[config.mk]
export PLATFORM = sky130hd
export DESIGN_NAME = opseq_core
export DESIGN_NICKNAME = d
export VERILOG_FILES = /design/src/rtl/opseq_pkg.sv /design/src/rtl/opseq_regfile.sv /design/src/rtl/opseq_constgen.sv /design/src/rtl/opseq_core.sv
export SDC_FILE = /design/constraint.sdc
export NUM_CORES = 1
export LEC_CHECK = 0
export ABC_CLOCK_PERIOD_IN_PS = 15700
export BUFFER_PORTS_ARGS = -buffer_cell sky130_fd_sc_hd__buf_2
export CORE_ASPECT_RATIO = 0.7
export CORE_MARGIN = 2
export CORE_UTILIZATION = 35
export CTS_BUF_LIST = sky130_fd_sc_hd__clkbuf_16
export DETAILED_ROUTE_END_ITERATION = 10
export PLACE_DENSITY = 0.53
export SETUP_SLACK_MARGIN = 0.02
export SYNTH_ARGS = -nofsm -noshare
export SYNTH_HDL_FRONTEND = slang
export SYNTH_SLANG_ARGS = --single-unit
[constraint.sdc]
create_clock -name clk -period 15.7 [get_ports clk]
set_input_delay 1.57 -clock clk [delete_from_list [all_inputs] [get_ports clk]]
set_output_delay 1.57 -clock clk [all_outputs]
set_load 0.02 [all_outputs]
[src/rtl/opseq_pkg.sv]
package opseq_pkg;

    localparam int DW      = 16;
    localparam int REG_W   = 4;
    localparam int NREG    = 1 << REG_W;

    typedef enum logic [2:0] {
        ST_FETCH,
        ST_SRC_EXT,
        ST_SRC_RD,
        ST_DST_EXT,
        ST_DST_RD,
        ST_DST_WR,
        ST_PUSH_WR,
        ST_JUMP
    } seq_state_e;

    function automatic logic is_jump(input logic [DW-1:0] w);
        return w[15:13] == 3'b001;
    endfunction

    function automatic logic is_push(input logic [DW-1:0] w);
        return w[15:7] == 9'b000100100;
    endfunction

endpackage

[src/rtl/opseq_regfile.sv]
module opseq_regfile #(
    parameter int NREG = 16,
    parameter int DW   = 16,
    parameter int AW   = $clog2(NREG)
) (
    input  logic          clk,
    input  logic          rst_n,
    input  logic [AW-1:0] ra_a,
    input  logic [AW-1:0] ra_b,
    output logic [DW-1:0] rd_a,
    output logic [DW-1:0] rd_b,
    input  logic          we_a,
    input  logic [AW-1:0] wa_a,
    input  logic [DW-1:0] wd_a,
    input  logic          we_b,
    input  logic [AW-1:0] wa_b,
    input  logic [DW-1:0] wd_b
);

    logic [DW-1:0] regs [NREG];

    // port b has priority when both ports hit the same entry
    always_ff @(posedge clk or negedge rst_n) begin
        if (!rst_n) begin
            for (int i = 0; i < NREG; i++) regs[i] <= '0;
        end else begin
            for (int i = 0; i < NREG; i++) begin
                if (we_b && wa_b == AW'(i))
                    regs[i] <= wd_b;
                else if (we_a && wa_a == AW'(i))
                    regs[i] <= wd_a;
            end
        end
    end

    assign rd_a = regs[ra_a];
    assign rd_b = regs[ra_b];

endmodule

[src/rtl/opseq_constgen.sv]
module opseq_constgen #(
    parameter int DW = 16
) (
    input  logic [3:0]    reg_sel,
    input  logic [1:0]    mode,
    output logic          hit,
    output logic [DW-1:0] value
);

    always_comb begin
        hit   = 1'b0;
        value = '0;
        if (reg_sel == 4'd3) begin
            hit = 1'b1;
            unique case (mode)
                2'd0: value = DW'(0);
                2'd1: value = DW'(1);
                2'd2: value = DW'(2);
                2'd3: value = '1;
            endcase
        end else if (reg_sel == 4'd2 && mode[1]) begin
            hit   = 1'b1;
            value = mode[0] ? DW'(8) : DW'(4);
        end
    end

endmodule

[src/rtl/opseq_core.sv]
module opseq_core
    import opseq_pkg::*;
#(
    parameter logic [15:0] RESET_PC = 16'h0100,
    parameter int          CNT_W    = 3
) (
    input  logic             clk,
    input  logic             rst_n,
    output logic [15:0]      mem_addr,
    output logic             mem_rd,
    output logic             mem_wr,
    output logic [1:0]       mem_be,
    output logic [15:0]      mem_wdata,
    input  logic [15:0]      mem_rdata,
    output logic             done,
    output logic [CNT_W-1:0] cycles
);

    seq_state_e       state_q, state_d;
    logic [DW-1:0]    pc_q, ir_q, ea_q, src_q, dst_q;
    logic [CNT_W-1:0] cnt_q, cycles_q;
    logic             done_q;

    // decode: the fetch cycle decodes straight from the bus
    logic [DW-1:0]    ins;
    logic [3:0]       opc, src_r, dst_r;
    logic [1:0]       as_m;
    logic             bw, ad, jmp, push;

    assign ins   = (state_q == ST_FETCH) ? mem_rdata : ir_q;
    assign opc   = ins[15:12];
    assign push  = is_push(ins);
    assign jmp   = is_jump(ins);
    assign src_r = push ? ins[3:0] : ins[11:8];
    assign dst_r = ins[3:0];
    assign ad    = ins[7] & ~push;
    assign bw    = ins[6];
    assign as_m  = ins[5:4];

    logic          c_hit;
    logic [DW-1:0] c_val;

    opseq_constgen #(.DW(DW)) u_cgen (
        .reg_sel (src_r),
        .mode    (as_m),
        .hit     (c_hit),
        .value   (c_val)
    );

    logic [REG_W-1:0] rf_ra_b, rf_wa_a;
    logic [DW-1:0]    rf_a, rf_b, rf_wd_a, rf_wd_b;
    logic             rf_we_a, rf_we_b;

    assign rf_ra_b = push ? REG_W'(1) : dst_r;

    opseq_regfile #(.NREG(NREG), .DW(DW)) u_rf (
        .clk   (clk),
        .rst_n (rst_n),
        .ra_a  (src_r),
        .ra_b  (rf_ra_b),
        .rd_a  (rf_a),
        .rd_b  (rf_b),
        .we_a  (rf_we_a),
        .wa_a  (rf_wa_a),
        .wd_a  (rf_wd_a),
        .we_b  (rf_we_b),
        .wa_b  (dst_r),
        .wd_b  (rf_wd_b)
    );

    // operand selection
    logic          src_mem, fin, imm_src;
    logic [DW-1:0] src_reg, src_xbase, dst_reg, dst_xbase, src_addr;
    logic [DW-1:0] src_mem_val, src_now, dst_now, sum, res;

    function automatic logic [DW-1:0] lane(input logic [DW-1:0] a,
                                           input logic [DW-1:0] d,
                                           input logic          b);
        if (!b)   return d;
        if (a[0]) return {8'h00, d[15:8]};
        return {8'h00, d[7:0]};
    endfunction

    assign src_mem     = ~c_hit & (as_m != 2'd0);
    assign imm_src     = (src_r == 4'd0) & (as_m == 2'd3);
    assign src_reg     = (src_r == 4'd0) ? pc_q : rf_a;
    assign src_xbase   = (src_r == 4'd2) ? '0 : src_reg;
    assign dst_reg     = (dst_r == 4'd0) ? pc_q : rf_b;
    assign dst_xbase   = (dst_r == 4'd2) ? '0 : dst_reg;
    assign src_addr    = (as_m == 2'd1) ? ea_q : src_reg;
    assign src_mem_val = lane(src_addr, mem_rdata, bw);

    always_comb begin
        if (state_q == ST_SRC_RD) src_now = src_mem_val;
        else if (src_mem)         src_now = src_q;
        else if (c_hit)           src_now = c_val;
        else                      src_now = src_reg;
    end

    assign dst_now = ad ? dst_q : dst_reg;
    assign sum     = (opc == 4'h5 && !push) ? src_now + dst_now : src_now;
    assign res     = bw ? {8'h00, sum[7:0]} : sum;

    // next-state logic
    function automatic seq_state_e after_src(input logic p, input logic a);
        if (p) return ST_PUSH_WR;
        if (a) return ST_DST_EXT;
        return ST_FETCH;
    endfunction

    always_comb begin
        state_d = ST_FETCH;
        unique case (state_q)
            ST_FETCH: begin
                if (jmp)          state_d = ST_JUMP;
                else if (src_mem) state_d = (as_m == 2'd1) ? ST_SRC_EXT : ST_SRC_RD;
                else              state_d = after_src(push, ad);
            end
            ST_SRC_EXT: state_d = ST_SRC_RD;
            ST_SRC_RD:  state_d = after_src(push, ad);
            ST_DST_EXT: state_d = ST_DST_RD;
            ST_DST_RD:  state_d = ST_DST_WR;
            ST_DST_WR,
            ST_PUSH_WR,
            ST_JUMP:    state_d = ST_FETCH;
        endcase
    end

    assign fin = (state_d == ST_FETCH);

    // memory port and register-write controls
    always_comb begin
        mem_addr  = pc_q;
        mem_rd    = 1'b0;
        mem_wr    = 1'b0;
        mem_wdata = bw ? {res[7:0], res[7:0]} : res;
        rf_we_a   = 1'b0;
        rf_wa_a   = src_r;
        rf_wd_a   = src_reg + ((bw && src_r != 4'd1) ? DW'(1) : DW'(2));
        rf_we_b   = 1'b0;
        rf_wd_b   = res;
        unique case (state_q)
            ST_FETCH, ST_SRC_EXT, ST_DST_EXT: mem_rd = 1'b1;
            ST_SRC_RD: begin
                mem_rd   = 1'b1;
                mem_addr = src_addr;
                rf_we_a  = (as_m == 2'd3) && !imm_src;
            end
            ST_DST_RD: begin
                mem_rd   = 1'b1;
                mem_addr = ea_q;
            end
            ST_DST_WR: begin
                mem_wr   = 1'b1;
                mem_addr = ea_q;
            end
            ST_PUSH_WR: begin
                mem_wr   = 1'b1;
                mem_addr = rf_b - DW'(2);
                rf_we_a  = 1'b1;
                rf_wa_a  = REG_W'(1);
                rf_wd_a  = rf_b - DW'(2);
            end
            ST_JUMP: mem_rd = 1'b0;
        endcase
        if (fin && (state_q == ST_FETCH || state_q == ST_SRC_RD) && dst_r != 4'd0)
            rf_we_b = 1'b1;
        mem_be = !bw ? 2'b11 : (mem_addr[0] ? 2'b10 : 2'b01);
    end

    // state register
    always_ff @(posedge clk or negedge rst_n) begin
        if (!rst_n) state_q <= ST_FETCH;
        else        state_q <= state_d;
    end

    // datapath registers
    always_ff @(posedge clk or negedge rst_n) begin
        if (!rst_n) begin
            pc_q     <= RESET_PC;
            ir_q     <= '0;
            ea_q     <= '0;
            src_q    <= '0;
            dst_q    <= '0;
            cnt_q    <= '0;
            cycles_q <= '0;
            done_q   <= 1'b0;
        end else begin
            unique case (state_q)
                ST_FETCH: begin
                    ir_q <= mem_rdata;
                    pc_q <= pc_q + DW'(2);
                end
                ST_SRC_EXT: begin
                    ea_q <= src_xbase + mem_rdata;
                    pc_q <= pc_q + DW'(2);
                end
                ST_SRC_RD: begin
                    src_q <= src_mem_val;
                    if (imm_src) pc_q <= pc_q + DW'(2);
                end
                ST_DST_EXT: begin
                    ea_q <= dst_xbase + mem_rdata;
                    pc_q <= pc_q + DW'(2);
                end
                ST_DST_RD: dst_q <= lane(ea_q, mem_rdata, bw);
                ST_JUMP:   pc_q  <= pc_q + {{5{ir_q[9]}}, ir_q[9:0], 1'b0};
                ST_DST_WR, ST_PUSH_WR: ;
            endcase
            done_q <= fin;
            if (fin) begin
                cycles_q <= cnt_q + CNT_W'(1);
                cnt_q    <= '0;
            end else begin
                cnt_q    <= cnt_q + CNT_W'(1);
            end
        end
    end

    assign done   = done_q;
    assign cycles = cycles_q;

endmodule

**Word-level counts from Yosys, hierarchy flattened**

Index checks and enable logic that the tools add are counted.

- Output and inout port bits: 40
- Register bits after elaboration: 346
- Input bits: 18

- Add/sub/neg operators: 8
- Equal/unequal tests: 47
- Reduce and logical (&&, ||, !) cells: 73
- Bitwise logic cells: 7
- Order comparisons: 2
- Muxes and demuxes: 109

Operator list:

| operator | count |
|---|---|
| $mux 16 | 60 |
| $bmux 16 s4 | 2 |
| $pmux 16 s3 | 2 |
| $add 16x16->16 | 4 |
| $eq 4x4->1 const B | 16 |
| $pmux 16 s4 | 1 |
| $logic_and 1x1->1 | 38 |
| $eq 4x3->1 const B | 9 |
| $reduce_bool 2->1 | 18 |
| $pmux 16 s2 | 1 |
| $mux 3 | 9 |
| $eq 4x2->1 const B | 6 |
| $mux 1 | 24 |
| $pmux 3 s6 | 1 |
| $add 16x2->16 | 1 |
| $add 16x2->16 const B | 1 |
| $mux 4 | 4 |
| $sub 16x2->16 const B | 1 |
| $eq 3x3->1 const B | 4 |
| $logic_not 4->1 | 3 |
| $ge 5x5->1 const B | 2 |
| $not 4->5 | 2 |
| $eq 9x6->1 const B | 1 |
| $eq 4x1->1 const B | 2 |
| 21 further kinds | 34 |

**Depth between registers and ports, before layout**

- Depth after elaboration: 28
- Gate-level depth with buffers: 33
- Mapped depth without buffers: 27

**By module**

Synthesis repeated with hierarchy kept, for this count alone.

- Cells, all modules: 3022
- Area, all modules: 26073.8 um^2

Modules (own cells, without submodules):

| module | area each (um^2) | seq. area each (um^2) | instances | cells each |
|---|---|---|---|---|
| opseq_regfile | 17177.7 | 6406.1 | 1 | 1856 |
| opseq_core | 8740.9 | 2228.4 | 1 | 1145 |
| opseq_constgen | 155.1 | 0.0 | 1 | 21 |

**Worst setup path before layout**

Ideal clock, no wire load.

- Path kind: input to output
- From: in mem_rdata[15]
- To: out mem_wdata[14]
- Required time: 14.130 ns
- Arrival: 8.039 ns
- Path buffers: 8
- Stages on the path: 32
- Slack: 6.091 ns
- Cells stage by stage: buf_2 > nor3b_1 > nand4_1 > clkbuf_1 > nand3_1 > clkbuf_1 > clkbuf_1 > buf_2 > buf_1 > buf_1 > a221oi_1 > nor3_1 > a31oi_1 > a21o_1 > nand2b_1 > o21ai_0 > ha_1 > inv_1 > fa_1 > nor2b_1 > o21ai_0 > nand2b_1 > nor3_1 > a21oi_1 > o211ai_1 > o311a_1 > o311ai_4 > a21oi_1 > or4_1 > a31o_2 > buf_6 > o21ai_1

- Longest elaborated chain between the ends: 18

RTL lines:

| element | line | text |
|---|---|---|
| from (decl) | opseq_core.sv:14 | `input logic [15:0] mem_rdata,` |
| $mux 16 | - |  |
| $eq 9x6->1 | opseq_pkg.sv:23 | `return w[15:7] == 9'b000100100;` |
| $mux 4 | opseq_core.sv:34 | `assign src_r = push ? ins[3:0] : ins[11:8];` |
| $not 4->5 (not written as such) | opseq_regfile.sv:36 | `assign rd_a = regs[ra_a];` |
| $bmux 16 s4 | opseq_regfile.sv:36 |  |
| $mux 16 (not written as such) (2 in series) | opseq_regfile.sv:36 |  |
| $mux 16 | opseq_core.sv:86 | `assign src_reg = (src_r == 4'd0) ? pc_q : rf_a;` |
| $mux 16 | opseq_core.sv:90 | `assign src_addr = (as_m == 2'd1) ? ea_q : src_reg;` |
| $mux 1 (2 in series) | opseq_core.sv:80 | `if (a[0]) return {8'h00, d[15:8]};` |
| $mux 16 | opseq_core.sv:81 | `return {8'h00, d[7:0]};` |
| $mux 16 | opseq_core.sv:80 |  |
| $mux 16 | opseq_core.sv:94 | `if (state_q == ST_SRC_RD) src_now = src_mem_val;` |
| $add 16x16->16 | opseq_core.sv:101 | `assign sum = (opc == 4'h5 && !push) ? src_now + dst_now : src_now;` |
| $mux 16 * | opseq_core.sv:101 |  |
| $mux 16 * | opseq_core.sv:102 | `assign res = bw ? {8'h00, sum[7:0]} : sum;` |
| $mux 16 * | opseq_core.sv:136 | `mem_wdata = bw ? {res[7:0], res[7:0]} : res;` |
| to (decl) | opseq_core.sv:13 | `output logic [15:0] mem_wdata,` |

Mark *: on every way between the ends. The rest lies on a longest branch, timed or not. The select of a mux whose other input is x is not followed.

**Worst setup path in the final report**

- From: in mem_rdata[0]
- To: out mem_wdata[14]

- Longest elaborated chain between the ends: 17

RTL lines:

| element | line |
|---|---|
| $mux 16 | - |
| $mux 4 | opseq_core.sv:34 |
| $not 4->5 (not written as such) | opseq_regfile.sv:36 |
| $bmux 16 s4 | opseq_regfile.sv:36 |
| $mux 16 (not written as such) (2 in series) | opseq_regfile.sv:36 |
| $mux 16 | opseq_core.sv:86 |
| $mux 16 | opseq_core.sv:90 |
| $mux 1 (2 in series) | opseq_core.sv:80 |
| $mux 16 | opseq_core.sv:81 |
| $mux 16 | opseq_core.sv:80 |
| $mux 16 | opseq_core.sv:94 |
| $add 16x16->16 | opseq_core.sv:101 |
| $mux 16 * | opseq_core.sv:101 |
| $mux 16 * | opseq_core.sv:102 |
| $mux 16 * | opseq_core.sv:136 |

Marked as above.

==> Implementation_results.wiki <==
{| class="wikitable"
! Metric !! Value
|-
| CP endpoint kind || primary output
|-
| Synthesis-to-finish area growth || 11.4%
|-
| Number of setup violations in the final report || 0
|-
| Primary FF master, synth || dfrtp_1
|-
| Crit path arrival time || 9650 ps
|-
| Number of buffers inserted during clock tree synthesis || 41
|-
| Sequential cell area fraction in the yosys report || 35.5%
|-
| Antenna violations before repair || 9
|-
| Worst setup path category || input port to primary output
|-
| Slew of the pin with the lowest slew margin || 1250 ps
|-
| Post-CTS Setup Inserts || 0
|-
| First-pass GRT wire length || 181000 µm
|-
| Number of global-route vias before repair || 23800
|-
| Number of antenna-violating nets in the routed design || 0
|-
| Final hold violations || 0
|-
| X dimension of the die || 319 µm
|-
| Total routing resource utilization after global routing || 34.8%
|-
| Clock tree from TritonCTS || built
|-
| Top cells by area in the synthesized netlist || dfrtp_1, o21ai_0, nand2_1
|-
| Final RePlAce weighted congestion || 1.00
|-
| Number of standard cells after synthesis || 2999
|-
| Via density || 6.67
|-
| H-tree lvl count || 2
|-
| Total standard cell area after synthesis || 0.0244 mm²
|-
| Synthesis-stage register bit count || 345
|-
| Type of the tightest min-delay check || flip-flop to flip-flop
|-
| Filler Cell Count || 6949
|-
| Total length of routed wires || 127000 µm
|-
| Startpoint of the worst register-to-register path || state_q[2]
|-
| Num ports || 58
|-
| Largest stage delay on the critical path || 680 ps
|-
| Pre-antenna DRT Iters || 8
|-
| Overall die area || 0.0717 mm²
|-
| Most used standard cell by instance count after synthesis || nand2_1
|-
| Initial detailed-routing violation count || 4160
|-
| DIE HEIGHT || 225 µm
|-
| Relative slew margins || 16.3%
|-
| Final-layout setup total negative slack || 0 ps
|-
| Share of cells above drive strength 1 || 13.2%
|-
| Synthesized area divided by synthesized cell count || 8.12 µm²
|-
| Vias after detailed routing || 25800
|-
| Unrepaired setup endpoints after global routing || false
|-
| Maximum number of pins on one net before global-route repair || 91
|-
| Post-layout utilization of the core || 39.6%
|-
| CTS clk-pin slew, worst paths || 60 ps
|-
| Share of the synthesized area in the top cell type || 35.3%
|-
| Highest Clock Rate || 89.1 MHz
|-
| Depth of the worst register-to-register path || 28
|-
| CP startpoint kind || input port
|-
| Net count, final || 3015
|-
| Starting Density || 35.6%
|-
| Worst hold path startpoint || u_rf.regs[254]
|-
| Share of the cycle needed by the critical path after routing || 71.5%
|-
| CP max FO || 66
|-
| Fin crit period || 11220 ps
|-
| Number of clock sinks || 345
|-
| Worst clock skew on the final layout || 45.8 ps
|-
| Number of max-capacitance violations reported || 0
|-
| Netlist cell types || 88
|-
| Rows || 80
|-
| Synth warnings || 0
|-
| Total half-perimeter wirelength after legalization and detailed placement || 91100 µm
|-
| CTS hold repair buffers || 0
|-
| Synth top cells by count || nand2_1, o21ai_0, dfrtp_1
|-
| Result of the run || complete, no violations
|-
| I/O Buffers || 57
|-
| Clock root buffer || clkbuf_16
|-
| Cells on Worst Hold Path || 0
|-
| Maximum count of clock buffers along a single path || 3
|-
| Latest clock arrival within the worst-skew pair || 610 ps
|-
| Post-Synthesis Net Count || 3067
|-
| Cell type with the highest aggregate area in the netlist || dfrtp_1
|-
| DRC Markers || 0
|-
| Critical path's most frequent cell || a21oi_1
|-
| Mean routed wirelength per cell || 32.8 µm
|-
| Hold EP || u_rf.regs[254]
|-
| Cell with the largest stage delay on the worst path || buf_4
|-
| Count of flip-flops with a built-in enable after synthesis || 0
|-
| Setup slack of the most critical reg-to-reg path || 6630 ps
|-
| Standard cell core area || 0.0685 mm²
|-
| FFs w/ async S/R, synth || 100%
|-
| Crit path required time || 14130 ps
|-
| CTS-repair resized insts || 0
|-
| Final global-route overflow total || 0
|-
| Reg-to-Reg End || u_rf.regs[90]
|-
| Max Slew Vio Count || 0
|}
==> cell families (layout without fill, tap and decap cells) <==
| family | after synthesis | after routing | synth area share (%) |
|---|---|---|---|
| compound gates | 1108 | 1108 | 29.9 |
| buf+inv | 341 | 317 | 5.48 |
| simple gates | 931 | 931 | 17.2 |
| flops | 345 | 345 | 35.5 |
| fa+ha+maj | 50 | 50 | 2.69 |
| xor+xnor | 62 | 62 | 2.23 |
| other cells | 0 | 1 | 0 |
| mux | 162 | 162 | 6.96 |
==> final cells by class <==
type | instances | area, µm² | area share, %
Timing Repair Buffer | 180 | 1220 | 4.51
Antenna cell | 1 | 2.50 | 0.00923
Clock inverter | 30 | 272 | 1.00
Inverter | 66 | 248 | 0.913
Sequential cell | 345 | 8630 | 31.8
Multi-Input combinational cell | 2313 | 14600 | 53.8
Tap cell | 902 | 1130 | 4.16
Clock buffer | 41 | 1030 | 3.78
==> placed cells by master, fill, tap and decap left out, types with 72 or more instances in the layout <==
cell type	Yosys	layout
nand2_1	397	396
nor2_1	202	184
o211ai_1	145	145
mux2i_1	142	140
nand3_1	80	78
o21ai_0	368	368
a21oi_1	122	116
buf_4	0	122
dfrtp_1	344	344
inv_1	61	72
==> worst max-delay path by stage <==
stage / start / to / depth (start not counted)
after floorplan: mem_rdata[15] / mem_wdata[14] / 32
after global placement: mem_rdata[0] / mem_wdata[14] / 29
after detailed placement: mem_rdata[0] / mem_wdata[14] / 29
after CTS: state_q[1] / mem_wdata[14] / 30
after global routing: mem_rdata[0] / mem_wdata[14] / 29
final: mem_rdata[0] / mem_wdata[14] / 29
==> through the flow <==
step / instances / area [µm²] / hold slack, ps / setup WS, ps
final: 3878 / 27100 / 377 / 4480
after global routing: 3877 / 27100 / 386 / 3980
after CTS: 3876 / 27100 / 380 / 4520
after detailed placement: 3805 / 25800 / 365 / 4730
after global placement: 3805 / 25800 / 364 / 4950
after floorplan: 2999 / 24400 / 428 / 6090
==> layer usage <==
| layer | routed length [µm] | global-route usage [%] |
|---|---|---|
| met1 | 57700 | 52.1 |
| met2 | 48500 | 46.0 |
| met3 | 16700 | 11.5 |
| met4 | 4390 | 10.9 |
| met5 | 58 | 0.0673 |
==> registers in the layout (all words and copies together), names as in the netlist <==
| name | count |
|---|---|
| ea_q | 16 |
| dst_q | 16 |
| pc_q | 15 |
| ir_q | 16 |
| cycles | 3 |
| done | 1 |
| u_rf.regs | 256 |
| state_q | 3 |
| cnt_q | 3 |
| src_q | 16 |
==> worst max-delay path, delay by kind of cell <==
family                   cells  cell delay [ps]
adder cells (fa/ha/maj)      2              710
buffers and inverters        5             1670
AND/OR/NAND/NOR              7             1440
AO/OA/AOI/OAI               15             4180
Power is not shown: default switching activity piles up to over one toggle a cycle in this logic, so the estimate is an artifact.
